## src/rtl/ctrlport_pkg.sv

```systemverilog
package ctrlport_pkg;

    localparam int BYTE_W  = 8;
    localparam int N_WREG  = 8;
    localparam int PTR_W   = $clog2(N_WREG);
    localparam int N_STAT  = 3;
    localparam int SSEL_W  = $clog2(N_STAT);
    localparam int N_INT   = 4;
    localparam int N_CMD   = 8;
    localparam int N_RSTC  = 4;

    // interrupt source positions in int_clr
    localparam int INT_TX  = 0;
    localparam int INT_EXT = 1;
    localparam int INT_RX  = 2;
    localparam int INT_ERR = 3;

    // status register 0 bit positions
    localparam int SR0_TXE = 2;
    localparam int SR0_IRQ = 1;

    localparam logic [BYTE_W-1:0] SR0_RESET_VAL = BYTE_W'(1 << SR0_TXE);

    // register 5 modem bit positions
    localparam int W5_DTR  = 7;
    localparam int W5_BRK  = 4;
    localparam int W5_RTS  = 1;
    localparam int MODEM_REG = 5;

    typedef enum logic [2:0] {
        CMD_NOP      = 3'd0,
        CMD_ABORT    = 3'd1,
        CMD_EXT_CLR  = 3'd2,
        CMD_CHAN_RST = 3'd3,
        CMD_RX_NEXT  = 3'd4,
        CMD_TX_CLR   = 3'd5,
        CMD_ERR_CLR  = 3'd6,
        CMD_RETI     = 3'd7
    } cmd_e;

    typedef enum logic [1:0] {
        RSTC_NOP      = 2'd0,
        RSTC_RX_CRC   = 2'd1,
        RSTC_TX_CRC   = 2'd2,
        RSTC_TX_LATCH = 2'd3
    } rstc_e;

    typedef struct packed {
        logic dtr;
        logic brk;
        logic rts;
    } modem_t;

    function automatic modem_t pick_modem(input logic [BYTE_W-1:0] b);
        modem_t m;
        m.dtr = b[W5_DTR];
        m.brk = b[W5_BRK];
        m.rts = b[W5_RTS];
        return m;
    endfunction

    function automatic logic [N_INT-1:0] int_clear_map(input cmd_e c);
        logic [N_INT-1:0] v;
        v = '0;
        case (c)
            CMD_CHAN_RST: v = '1;
            CMD_EXT_CLR:  v[INT_EXT] = 1'b1;
            CMD_TX_CLR:   v[INT_TX]  = 1'b1;
            CMD_ERR_CLR:  v[INT_ERR] = 1'b1;
            default:      v = '0;
        endcase
        return v;
    endfunction

endpackage

```

## src/rtl/ctrl_wreg_file.sv

```systemverilog
module ctrl_wreg_file
    import ctrlport_pkg::*;
#(
    parameter int NREG = N_WREG,
    parameter int DW   = BYTE_W,
    localparam int PW  = $clog2(NREG)
) (
    input  logic                clk,
    input  logic                rst,
    input  logic                wr_en,
    input  logic                rd_en,
    input  logic [DW-1:0]       wr_data,
    output logic [PW-1:0]       ptr_q,
    output logic [NREG-1:0]     sel_wr,
    output logic [NREG*DW-1:0]  regs_flat
);

    logic [NREG-1:0][DW-1:0] regs;

    always_comb begin
        sel_wr = '0;
        if (wr_en)
            sel_wr[ptr_q] = 1'b1;
    end

    for (genvar k = 0; k < NREG; k++) begin : g_reg
        always_ff @(posedge clk) begin
            if (rst)
                regs[k] <= '0;
            else if (sel_wr[k])
                regs[k] <= wr_data;
        end
        assign regs_flat[k*DW +: DW] = regs[k];
    end

    always_ff @(posedge clk) begin
        if (rst)
            ptr_q <= '0;
        else if (wr_en)
            ptr_q <= (ptr_q == '0) ? wr_data[PW-1:0] : '0;
        else if (rd_en && ptr_q != '0)
            ptr_q <= '0;
    end

    assert_ptr_load_R1: assert property (@(posedge clk) disable iff (rst)
        (wr_en && ptr_q == '0) |=> ptr_q == $past(wr_data[PW-1:0]));

    assert_ptr_clear_R2: assert property (@(posedge clk) disable iff (rst)
        (wr_en && ptr_q != '0) |=> ptr_q == '0);

    assert_store_R2: assert property (@(posedge clk) disable iff (rst)
        (wr_en && ptr_q != '0) |=> regs[$past(ptr_q)] == $past(wr_data));

    assert_rd_clear_R3: assert property (@(posedge clk) disable iff (rst)
        (rd_en && !wr_en) |=> ptr_q == '0);

endmodule

```

## src/rtl/ctrl_cmd_decode.sv

```systemverilog
module ctrl_cmd_decode
    import ctrlport_pkg::*;
#(
    parameter bit IS_CHAN_A = 1'b1
) (
    input  logic              clk,
    input  logic              rst,
    input  logic              wr0_hit,
    input  logic [2:0]        cmd_field,
    input  logic [1:0]        rstc_field,
    output logic              chan_rst_now,
    output logic [N_CMD-1:0]  cmd_stb,
    output logic [N_RSTC-1:0] rstc_stb,
    output logic [N_INT-1:0]  int_clr
);

    cmd_e  cmd;
    rstc_e rstc;
    logic  cmd_ok;

    always_comb begin
        cmd    = cmd_e'(cmd_field);
        rstc   = rstc_e'(rstc_field);
        cmd_ok = wr0_hit && cmd != CMD_NOP && (cmd != CMD_RETI || IS_CHAN_A);
        chan_rst_now = wr0_hit && cmd == CMD_CHAN_RST;
    end

    always_ff @(posedge clk) begin
        if (rst) begin
            cmd_stb  <= '0;
            rstc_stb <= '0;
            int_clr  <= '0;
        end else begin
            cmd_stb  <= '0;
            rstc_stb <= '0;
            int_clr  <= '0;
            if (cmd_ok)
                cmd_stb[cmd] <= 1'b1;
            if (wr0_hit && rstc != RSTC_NOP)
                rstc_stb[rstc] <= 1'b1;
            if (wr0_hit)
                int_clr <= int_clear_map(cmd);
        end
    end

    assert_cmd_onehot_R4: assert property (@(posedge clk) disable iff (rst)
        $onehot0(cmd_stb) && !cmd_stb[0]);

    assert_cmd_src_R4: assert property (@(posedge clk) disable iff (rst)
        (cmd_stb != '0) |-> $past(wr0_hit));

    assert_rstc_src_R6: assert property (@(posedge clk) disable iff (rst)
        (rstc_stb != '0) |-> ($past(wr0_hit) && $onehot(rstc_stb)));

    assert_reset_clears_R7: assert property (@(posedge clk) disable iff (rst)
        cmd_stb[CMD_CHAN_RST] |-> int_clr == '1);

    assert_reti_chan_R5: assert property (@(posedge clk) disable iff (rst)
        cmd_stb[CMD_RETI] |-> ($past(cmd_field) == 3'd7 && IS_CHAN_A));

endmodule

```

## src/rtl/ctrl_status_regs.sv

```systemverilog
module ctrl_status_regs
    import ctrlport_pkg::*;
#(
    parameter bit IS_CHAN_A = 1'b1,
    parameter int NSTAT = N_STAT,
    parameter int DW    = BYTE_W,
    parameter int PW    = PTR_W,
    localparam int SW   = $clog2(NSTAT)
) (
    input  logic          clk,
    input  logic          rst,
    input  logic          chan_rst_now,
    input  logic          sts_wr,
    input  logic [SW-1:0] sts_sel,
    input  logic [DW-1:0] sts_data,
    input  logic          rd_en,
    input  logic          wr_en,
    input  logic [PW-1:0] ptr,
    input  logic          irq_any,
    output logic [DW-1:0] rd_data
);

    logic [NSTAT-1:0][DW-1:0] sr;
    logic [DW-1:0]            view;

    for (genvar k = 0; k < NSTAT; k++) begin : g_sr
        localparam logic [DW-1:0] INIT = (k == 0) ? SR0_RESET_VAL : '0;
        always_ff @(posedge clk) begin
            if (rst || chan_rst_now)
                sr[k] <= INIT;
            else if (sts_wr && int'(sts_sel) == k)
                sr[k] <= sts_data;
        end
    end

    always_comb begin
        view = '0;
        if (int'(ptr) < NSTAT)
            view = sr[ptr];
        if (ptr == '0)
            view[SR0_IRQ] = IS_CHAN_A ? irq_any : 1'b0;
    end

    always_ff @(posedge clk) begin
        if (rst)
            rd_data <= '0;
        else if (rd_en && !wr_en)
            rd_data <= view;
    end

    assert_chan_reset_R7: assert property (@(posedge clk) disable iff (rst)
        chan_rst_now |=> (sr[0] == SR0_RESET_VAL && sr[1] == '0 && sr[2] == '0));

    assert_irq_bit_R11: assert property (@(posedge clk) disable iff (rst)
        (rd_en && !wr_en && ptr == '0) |=>
            rd_data[SR0_IRQ] == (IS_CHAN_A ? $past(irq_any) : 1'b0));

    assert_sts_load_R12: assert property (@(posedge clk) disable iff (rst)
        (sts_wr && !chan_rst_now && sts_sel == SW'(1)) |=> sr[1] == $past(sts_data));

    assert_collide_R13: assert property (@(posedge clk) disable iff (rst)
        (wr_en && rd_en) |=> $stable(rd_data));

    assert_high_read_R10: assert property (@(posedge clk) disable iff (rst)
        (rd_en && !wr_en && int'(ptr) >= NSTAT) |=> rd_data == '0);

endmodule

```

## src/rtl/ctrl_modem_watch.sv

```systemverilog
module ctrl_modem_watch
    import ctrlport_pkg::*;
(
    input  logic   clk,
    input  logic   rst,
    input  logic   wr5_hit,
    input  modem_t new_bits,
    input  modem_t old_bits,
    output logic   dtr_chg,
    output logic   brk_chg,
    output logic   rts_chg
);

    always_ff @(posedge clk) begin
        if (rst) begin
            dtr_chg <= 1'b0;
            brk_chg <= 1'b0;
            rts_chg <= 1'b0;
        end else begin
            dtr_chg <= wr5_hit && (new_bits.dtr != old_bits.dtr);
            brk_chg <= wr5_hit && (new_bits.brk != old_bits.brk);
            rts_chg <= wr5_hit && (new_bits.rts != old_bits.rts);
        end
    end

    assert_dtr_src_R9: assert property (@(posedge clk) disable iff (rst)
        dtr_chg |-> $past(wr5_hit));

    assert_brk_src_R9: assert property (@(posedge clk) disable iff (rst)
        brk_chg |-> $past(wr5_hit));

    assert_rts_flip_R9: assert property (@(posedge clk) disable iff (rst)
        (wr5_hit && new_bits.rts != old_bits.rts) |=> rts_chg);

endmodule

```

## src/rtl/ctrl_regport.sv

```systemverilog
module ctrl_regport
    import ctrlport_pkg::*;
#(
    parameter bit IS_CHAN_A = 1'b1
) (
    input  logic                     clk,
    input  logic                     rst,
    input  logic                     wr_en,
    input  logic                     rd_en,
    input  logic [BYTE_W-1:0]        wr_data,
    input  logic                     irq_any,
    input  logic                     sts_wr,
    input  logic [SSEL_W-1:0]        sts_sel,
    input  logic [BYTE_W-1:0]        sts_data,
    output logic [PTR_W-1:0]         ptr_q,
    output logic [N_WREG*BYTE_W-1:0] wregs,
    output logic [BYTE_W-1:0]        rd_data,
    output logic [N_CMD-1:0]         cmd_stb,
    output logic [N_RSTC-1:0]        rstc_stb,
    output logic [N_INT-1:0]         int_clr,
    output logic                     dtr_chg,
    output logic                     brk_chg,
    output logic                     rts_chg
);

    logic [N_WREG-1:0] sel_wr;
    logic              chan_rst_now;
    modem_t            m_new, m_old;

    ctrl_wreg_file #(.NREG(N_WREG), .DW(BYTE_W)) u_file (
        .clk       (clk),
        .rst       (rst),
        .wr_en     (wr_en),
        .rd_en     (rd_en),
        .wr_data   (wr_data),
        .ptr_q     (ptr_q),
        .sel_wr    (sel_wr),
        .regs_flat (wregs)
    );

    ctrl_cmd_decode #(.IS_CHAN_A(IS_CHAN_A)) u_cmd (
        .clk          (clk),
        .rst          (rst),
        .wr0_hit      (sel_wr[0]),
        .cmd_field    (wr_data[5:3]),
        .rstc_field   (wr_data[7:6]),
        .chan_rst_now (chan_rst_now),
        .cmd_stb      (cmd_stb),
        .rstc_stb     (rstc_stb),
        .int_clr      (int_clr)
    );

    ctrl_status_regs #(.IS_CHAN_A(IS_CHAN_A), .NSTAT(N_STAT), .DW(BYTE_W), .PW(PTR_W)) u_sts (
        .clk          (clk),
        .rst          (rst),
        .chan_rst_now (chan_rst_now),
        .sts_wr       (sts_wr),
        .sts_sel      (sts_sel),
        .sts_data     (sts_data),
        .rd_en        (rd_en),
        .wr_en        (wr_en),
        .ptr          (ptr_q),
        .irq_any      (irq_any),
        .rd_data      (rd_data)
    );

    always_comb begin
        m_new = pick_modem(wr_data);
        m_old = pick_modem(wregs[MODEM_REG*BYTE_W +: BYTE_W]);
    end

    ctrl_modem_watch u_modem (
        .clk      (clk),
        .rst      (rst),
        .wr5_hit  (sel_wr[MODEM_REG]),
        .new_bits (m_new),
        .old_bits (m_old),
        .dtr_chg  (dtr_chg),
        .brk_chg  (brk_chg),
        .rts_chg  (rts_chg)
    );

endmodule

```

## config.mk

```make
export PLATFORM = sky130hd
export DESIGN_NAME = ctrl_regport
export DESIGN_NICKNAME = d
export VERILOG_FILES = /design/src/rtl/ctrlport_pkg.sv /design/src/rtl/ctrl_wreg_file.sv /design/src/rtl/ctrl_cmd_decode.sv /design/src/rtl/ctrl_status_regs.sv /design/src/rtl/ctrl_modem_watch.sv /design/src/rtl/ctrl_regport.sv
export SDC_FILE = /design/constraint.sdc
export NUM_CORES = 1
export LEC_CHECK = 0
export BUFFER_PORTS_ARGS = -buffer_cell sky130_fd_sc_hd__clkbuf_2
export CAP_MARGIN = 15
export CORE_AREA = 2 2 100 102
export CTS_CLUSTER_SIZE = 24
export DETAILED_ROUTE_END_ITERATION = 7
export DIE_AREA = 0 0 102 104
export GPL_ROUTABILITY_DRIVEN = 0
export PLACE_DENSITY = 0.74
export SLEW_MARGIN = 25
export SYNTH_ARGS = -nofsm -noshare
export SYNTH_HDL_FRONTEND = slang
export SYNTH_SLANG_ARGS = --single-unit
```

## constraint.sdc

```tcl
create_clock -name clk -period 1.45 [get_ports clk]
set_clock_uncertainty 0.1 [all_clocks]
set_input_delay 0.0725 -clock clk [delete_from_list [all_inputs] [get_ports clk]]
set_output_delay 0.0725 -clock clk [all_outputs]
set_load 0.02 [all_outputs]
```

### After elaboration in Yosys (flattened, before gate mapping)

Cells that the tools add are included.

* flip-flop bits (word level): 118
* latch bits: 0
* RAM bits: 0
* memory bits (read-only): 0
* input bits: 24
* output and inout bits: 94
* word-level logic and storage cells: 85
* memories kept: 0

* $add $sub $neg: 0
* multiply operators: 0
* divide/modulo/power cells: 0
* $lt $le $gt $ge: 8
* eq/ne operators: 9
* shifts and indexed selects: 0
* multiplexer cells: 18
* bitwise gates (word level): 3
* reductions and logical operators: 28

Operators by type and width (count)
* 8-bit 2-to-1 mux: 3
* 8-bit binary-select mux with 2-bit select: 1
* 1-bit logical AND: 14
* 2-bit OR reduction: 6
* 3-bit 2-to-1 mux: 3
* 3-bit by 4-bit < comparator with 1-bit output (second input constant): 2
* 1-bit 2-to-1 mux: 8
* 1-bit demux with 3-bit select: 2
* 3-bit by 2-bit == test with 1-bit output (second input constant): 2
* 3-bit == test (second input constant): 2
* 3-bit by 1-bit >= comparator with 1-bit output (second input constant): 2
* 3-bit nonzero test: 2
* 2-bit == test (second input constant): 2
* 2-bit nonzero test: 2
* 3-bit zero test: 1
* 2-bit by 3-bit < comparator with 1-bit output (second input constant): 1
* 3-bit by 2-bit < comparator with 1-bit output (second input constant): 1
* 3-bit < comparator (second input constant): 1
* 1-bit != test: 3
* 1-bit inverter: 3
* 1-bit demux with 2-bit select: 1
* 2-bit by 1-bit >= comparator with 1-bit output (second input constant): 1
* 2-bit zero test: 1
* 1-bit zero test: 1
* 1-bit logical OR: 1

### Longest topological paths before layout

* depth after elaboration: 8
* gate-level depth with buffers: 6
* gate-level depth less buffers: 3

### Hierarchy

Synthesis repeated with hierarchy kept, for this count alone.

* cell total of the unflattened synthesis: 433
* area total of the unflattened synthesis: 4636.9 µm²

Modules (own cells, without submodules)
* ctrl_wreg_file: times used 1, cells an instance 252, area each 2717.6 µm², seq. area each 1341.3 µm²
* ctrl_status_regs: times used 1, cells an instance 130, area each 1327.5 µm², seq. area each 620.6 µm²
* ctrl_cmd_decode: times used 1, cells an instance 41, area each 480.5 µm², seq. area each 320.3 µm²
* ctrl_modem_watch: times used 1, cells an instance 10, area each 111.4 µm², seq. area each 60.1 µm²

### Least setup slack after synthesis

OpenSTA, ideal clock, no wires.

* path kind: reg-to-reg
* start point: reg u_file.ptr_q[1]
* end point: reg u_sts.rd_data[0]
* setup time: 0.117 ns
* arrival time: 1.439 ns
* data required time: 1.233 ns
* slack: -0.206 ns
* stages on the path, launching flop included: 6
* path buffers: 2
* clock period less this slack: 1.656 ns
* cell sequence: dfxtp_1 > buf_2 > buf_2 > mux2i_1 > o21ai_0 > a22o_1

* cells in the longest elaborated chain, start to end: 3
* elaborated cells on any way between the ends: 4
* those cells by class: order compare: 1; mux: 3

RTL lines
* start: declaration: line ctrl_wreg_file.sv:13 `output logic [PW-1:0] ptr_q,`
* start signal: assignment: line ctrl_wreg_file.sv:40 `ptr_q <= (ptr_q == '0) ? wr_data[PW-1:0] : '0;`
* 8-bit binary-select mux with 2-bit select: line ctrl_status_regs.sv:39 `view = sr[ptr];`
* 8-bit 2-to-1 mux (implied by the code): line ctrl_status_regs.sv:39
* 8-bit 2-to-1 mux *: line ctrl_status_regs.sv:38 `if (int'(ptr) < NSTAT)`
* end signal: assignment: line ctrl_status_regs.sv:48 `rd_data <= view;`
* end: declaration: line ctrl_status_regs.sv:20 `output logic [DW-1:0] rd_data`

Mark *: on every way between the ends. The rest lies on a longest branch, timed or not. The select of a mux whose other input is x is not followed.
A chain may end at the register's enable or synchronous reset.

### Final worst setup path

* start point: reg u_file.ptr_q[0]
* end point: reg u_sts.sr[11] (netlist name)

* cells in the longest elaborated chain, start to end: 7
* elaborated cells on any way between the ends: 8
* those cells by class: order compare: 2; mux: 3; reduce/logical: 3

RTL lines
* 3-bit by 4-bit < comparator with 1-bit output (implied by the code) / 3-bit by 1-bit >= comparator with 1-bit output (equally long branches): line ctrl_wreg_file.sv:23 `sel_wr[ptr_q] = 1'b1;`
* 1-bit logical AND (implied by the code): line ctrl_wreg_file.sv:23
* 1-bit 2-to-1 mux (implied by the code): line ctrl_wreg_file.sv:23
* 1-bit demux with 3-bit select *
* 8-bit 2-to-1 mux *: line ctrl_wreg_file.sv:22 `if (wr_en)`
* 1-bit logical AND *: line ctrl_cmd_decode.sv:25 `chan_rst_now = wr0_hit && cmd == CMD_CHAN_RST;`
* 1-bit logical OR *: line ctrl_status_regs.sv:29 `if (rst || chan_rst_now)`
* end signal: indexed assignment: line ctrl_status_regs.sv:32 `sr[k] <= sts_data;`
* end: declaration: line ctrl_status_regs.sv:23 `logic [NSTAT-1:0][DW-1:0] sr;`

Mark *: on every way between the ends. The rest lies on a longest branch, timed or not.

==> flow_summary.toml <==
[layout]
final_cell_area_sq_mm = 0.006155
final_cell_mix = "clkbuf_2 (115), dfxtp_1 (114), nand2_1 (85)"
finalNetCount = 637
layout-drive-gt1-share = 0.3307
fillCellCount = 779
antenna_cells = 0
utilization = 0.6445
synthToLayoutAreaGrowth_pct = 42.00
multiInputGateArea_sq_mm = 0.001904
register_area_sq_mm = 0.002354
mostFrequentLayoutCell = "clkbuf_2"

[logic_synthesis]
netlist-cell-type-count = 37
area_of_the_mapped_netlist_sq_mm = 0.004334
synthesized_instance_count = 464
yosys_register_bits = 117
yosysSeqAreaShare = 0.5404
syn_avg_cell_area_sq_um = 9.341
synth_warnings = 0

[worst_setup_path]
rr_startpoint = "u_file.ptr_q[0]"
cp_data_required_time_ns = 1.76
worst-setup-path-type = "flip-flop to flip-flop"
critical_path_arrival_ns = 1.83
r2r_cells = 5
ff2ff_setup_slack_ns = -0.08
critical_path.reg2reg.endpoint = "u_sts.sr[11]"
startpoint_class = "flip-flop"
worstSetupStartpoint = "u_file.ptr_q[0]"
critical_path_peak_fanout = 11
endpoint_kind = "flip-flop"

[drt]
route.vias.total = 3846
drc_violation_count_after_routing = 0
drt-wirelength-per-cell_microns = 15.25
via_per_inst = 5.067
drtPass1Iterations = 5
first_iter_violations = 196
route.final.wire_length_mm = 11.58
postRouteAntennaNets = 0

[run_status]
run_status = "finished with violations"
violations_in_the_final_reports = "negative setup slack"

[clock_tree]
cts_htree_levels = 4
ctsRootBufferMaster = "clkbuf_8"
clock_tree_from_tritoncts = "yes"
clk_latency_worst_skew_pair_ns = 0.52
cts.path.max_buffers = 2
clkTransAtPathRegs_ns = 0.06
clock_sink_count = 117
number_of_buffers_created_by_cts = 17

[floorplan]
die-height_microns = 104
chipWidth_microns = 102
core_area_sq_mm = 0.009549
rows = 36
die_area_sq_mm = 0.01061
ios = 118
starting_density = 0.4539

[global_routing]
globalRouteTotalUtil = 0.2134
grt_max_degree = 36
grt_pass1_wl_mm = 17.65
via_count_of_the_first_global_routing_pass = 3619
grt_antenna_before_repair = 0
grt_overflow_total = 0

[place]
pre_cts_slack_ns = -0.04968
dpl.hpwl_mm = 7.429
port_buffers = 117
post_dp_cell_area_sq_mm = 0.005149

[sta]
tightestPinTransition_ns = 0.6344
post-route-min-period_ns = 1.525
timing_max_transition_violations_final = 0
setup_viol = 30
post-route-worst-setup-slack_ns = -0.07545
maxSlewHeadroom = 0.5755
max_freq_mhz = 655.5
finalHoldViolCount = 0
finalCritPeriodShare = 1.052
grt_setup_unrepaired = "yes"

[min_path]
min_path_cells = 5
worstHoldStart = "sts_wr"
min_to = "u_sts.sr[10]"
hold_path_class = "input port to flip-flop"

[job]
reported_max_cap_violation_count = 0

[power]
seqPwrFrac = 0.401
powerDensity_mw_per_mm2 = 1351
p_total_mw = 8.313
p_clk_frac = 0.517
swShare = 0.2294
vdd.ir_drop.worst_mv = 0.7929
p_int_mw = 6.406
power.share.combinational = 0.082
switching_power_summed_over_all_nets_mw = 1.907
leakagePower_nw = 2.617
==> worst max-delay path, cell delays in order (launching register included) <==
cell and delay, ns:
dfxtp_4 0.37, buf_6 0.14, nor4b_4 0.27, a41o_2 0.31, clkbuf_16 0.18, nor2_1 0.05
==> cell type report <==
| type | instances | share of cell area |
|---|---|---|
| well taps | 133 | 0.02704 |
| clock inverters | 13 | 0.02907 |
| flip-flops and latches | 117 | 0.3824 |
| clock buffers | 19 | 0.07014 |
| repair buffers | 169 | 0.1813 |
| multi-input cells | 307 | 0.3094 |
| inverters | 1 | 0.0006099 |
==> state kept, by name (all words and copies together) (netlist names) <==
| name | cells |
|---|---|
| u_cmd.int_clr | 4 |
| u_cmd.rstc_stb | 4 |
| u_file.regs_flat | 64 |
| u_file.ptr_q | 3 |
| u_modem.brk_chg | 1 |
| u_sts.rd_data | 8 |
| u_modem.dtr_chg | 1 |
| u_modem.rts_chg | 1 |
| u_cmd.cmd_stb | 8 |
| u_sts.sr | 23 |
==> worst max path at each step <==
stage	to	slack [ns]	depth (start not counted)
finish	u_sts.sr[11]	-0.08	5
global placement	u_cmd.cmd_stb[6]	-0.02	3
CTS	u_cmd.cmd_stb[6]	-0.05	3
global route	u_sts.sr[11]	-0.11	5
floorplan	u_sts.sr[10]	-0.08	4
detailed placement	u_sts.sr[3]	-0.05	5
==> per-layer routing <==
layer  part of all wire  GRT usage  vias to the layer above
li1                   -          -                     1860
met1               0.43     0.2661                     1809
met2               0.49     0.3383                      155
met3              0.064    0.05981                       22
met4              0.021    0.09905                        0
met5                  0          0                        -
==> timing repair <==
action / 4_1_cts / 5_1_grt
setup endpoints to repair: 56 / 72
gates resized for setup: 13 / 24
hold endpoints to repair: 106 / 0
pin swaps: 3 / 12
hold buffers: 21 / 0
setup buffers: 1 / 4
gates cloned: 0 / 1
==> cells by family after synthesis <==
group,Yosys count,synth area share
simple gates,186,0.2058
other cells,1,0.0008652
buf+inv,41,0.04157
xor+xnor,4,0.008085
mux,53,0.1224
flops,117,0.5404
compound gates,62,0.08083
==> stage by stage <==
stage	setup TNS [ns]	cells	hold slack (ns)
after detailed placement	-1.147	701	0.2268
after CTS	-0.8007	755	0.01759
after global routing	-3.251	759	0.05315
final	-1.418	759	0.02870
after floorplan	-1.591	465	0.09036
after global placement	-0.08753	701	0.2123
==> cell usage after synthesis <==
library cell    n  area, sq um
nor4b_4         1        23.77
and4bb_2        2        25.02
nand3b_1       10        75.07
a31oi_1         1        6.260
and3_1          3        18.77
nor3b_1         1        7.510
xor2_1          1        8.760
buf_2          11        55.05
nand4_1         1        6.260
nor4b_2         1        15.01
a21oi_1        44        220.2
xnor2_1         3        26.28
or4b_4          1        13.76
and4_1          1        8.760
mux2i_1        53        530.5
buf_1           3        11.26
inv_1           1        3.750
conb_1          1        3.750
nor3_1          5        25.02
or3_4           1        11.26
nor2b_1         2        12.51
a211o_1         1        8.760
nand4b_1        3        26.28
o21ai_0         7        35.03
nor4bb_1        3        30.03
nand2_1        87        326.6
a22o_1          7        61.31
nor2_1         59        221.5
clkbuf_1       22        82.58
nand2b_1        1        6.260
dfxtp_1       117         2342
nor4b_1         1        8.760
and4b_1         3        30.03
a41o_1          1        10.01
clkbuf_2        1        5.000
a311oi_1        1        8.760
buf_4           3        22.52
==> power groups by stage <==
stage,combinational [mW],clock [mW],sequential [mW]
floorplan,0.301,0,3.46
global placement,0.566,0,3.40
detailed placement,0.579,0,3.40
CTS,0.641,4.32,3.33
global route,0.730,4.52,3.34
finish,0.683,4.30,3.33
(Power assumes the default switching activity.)
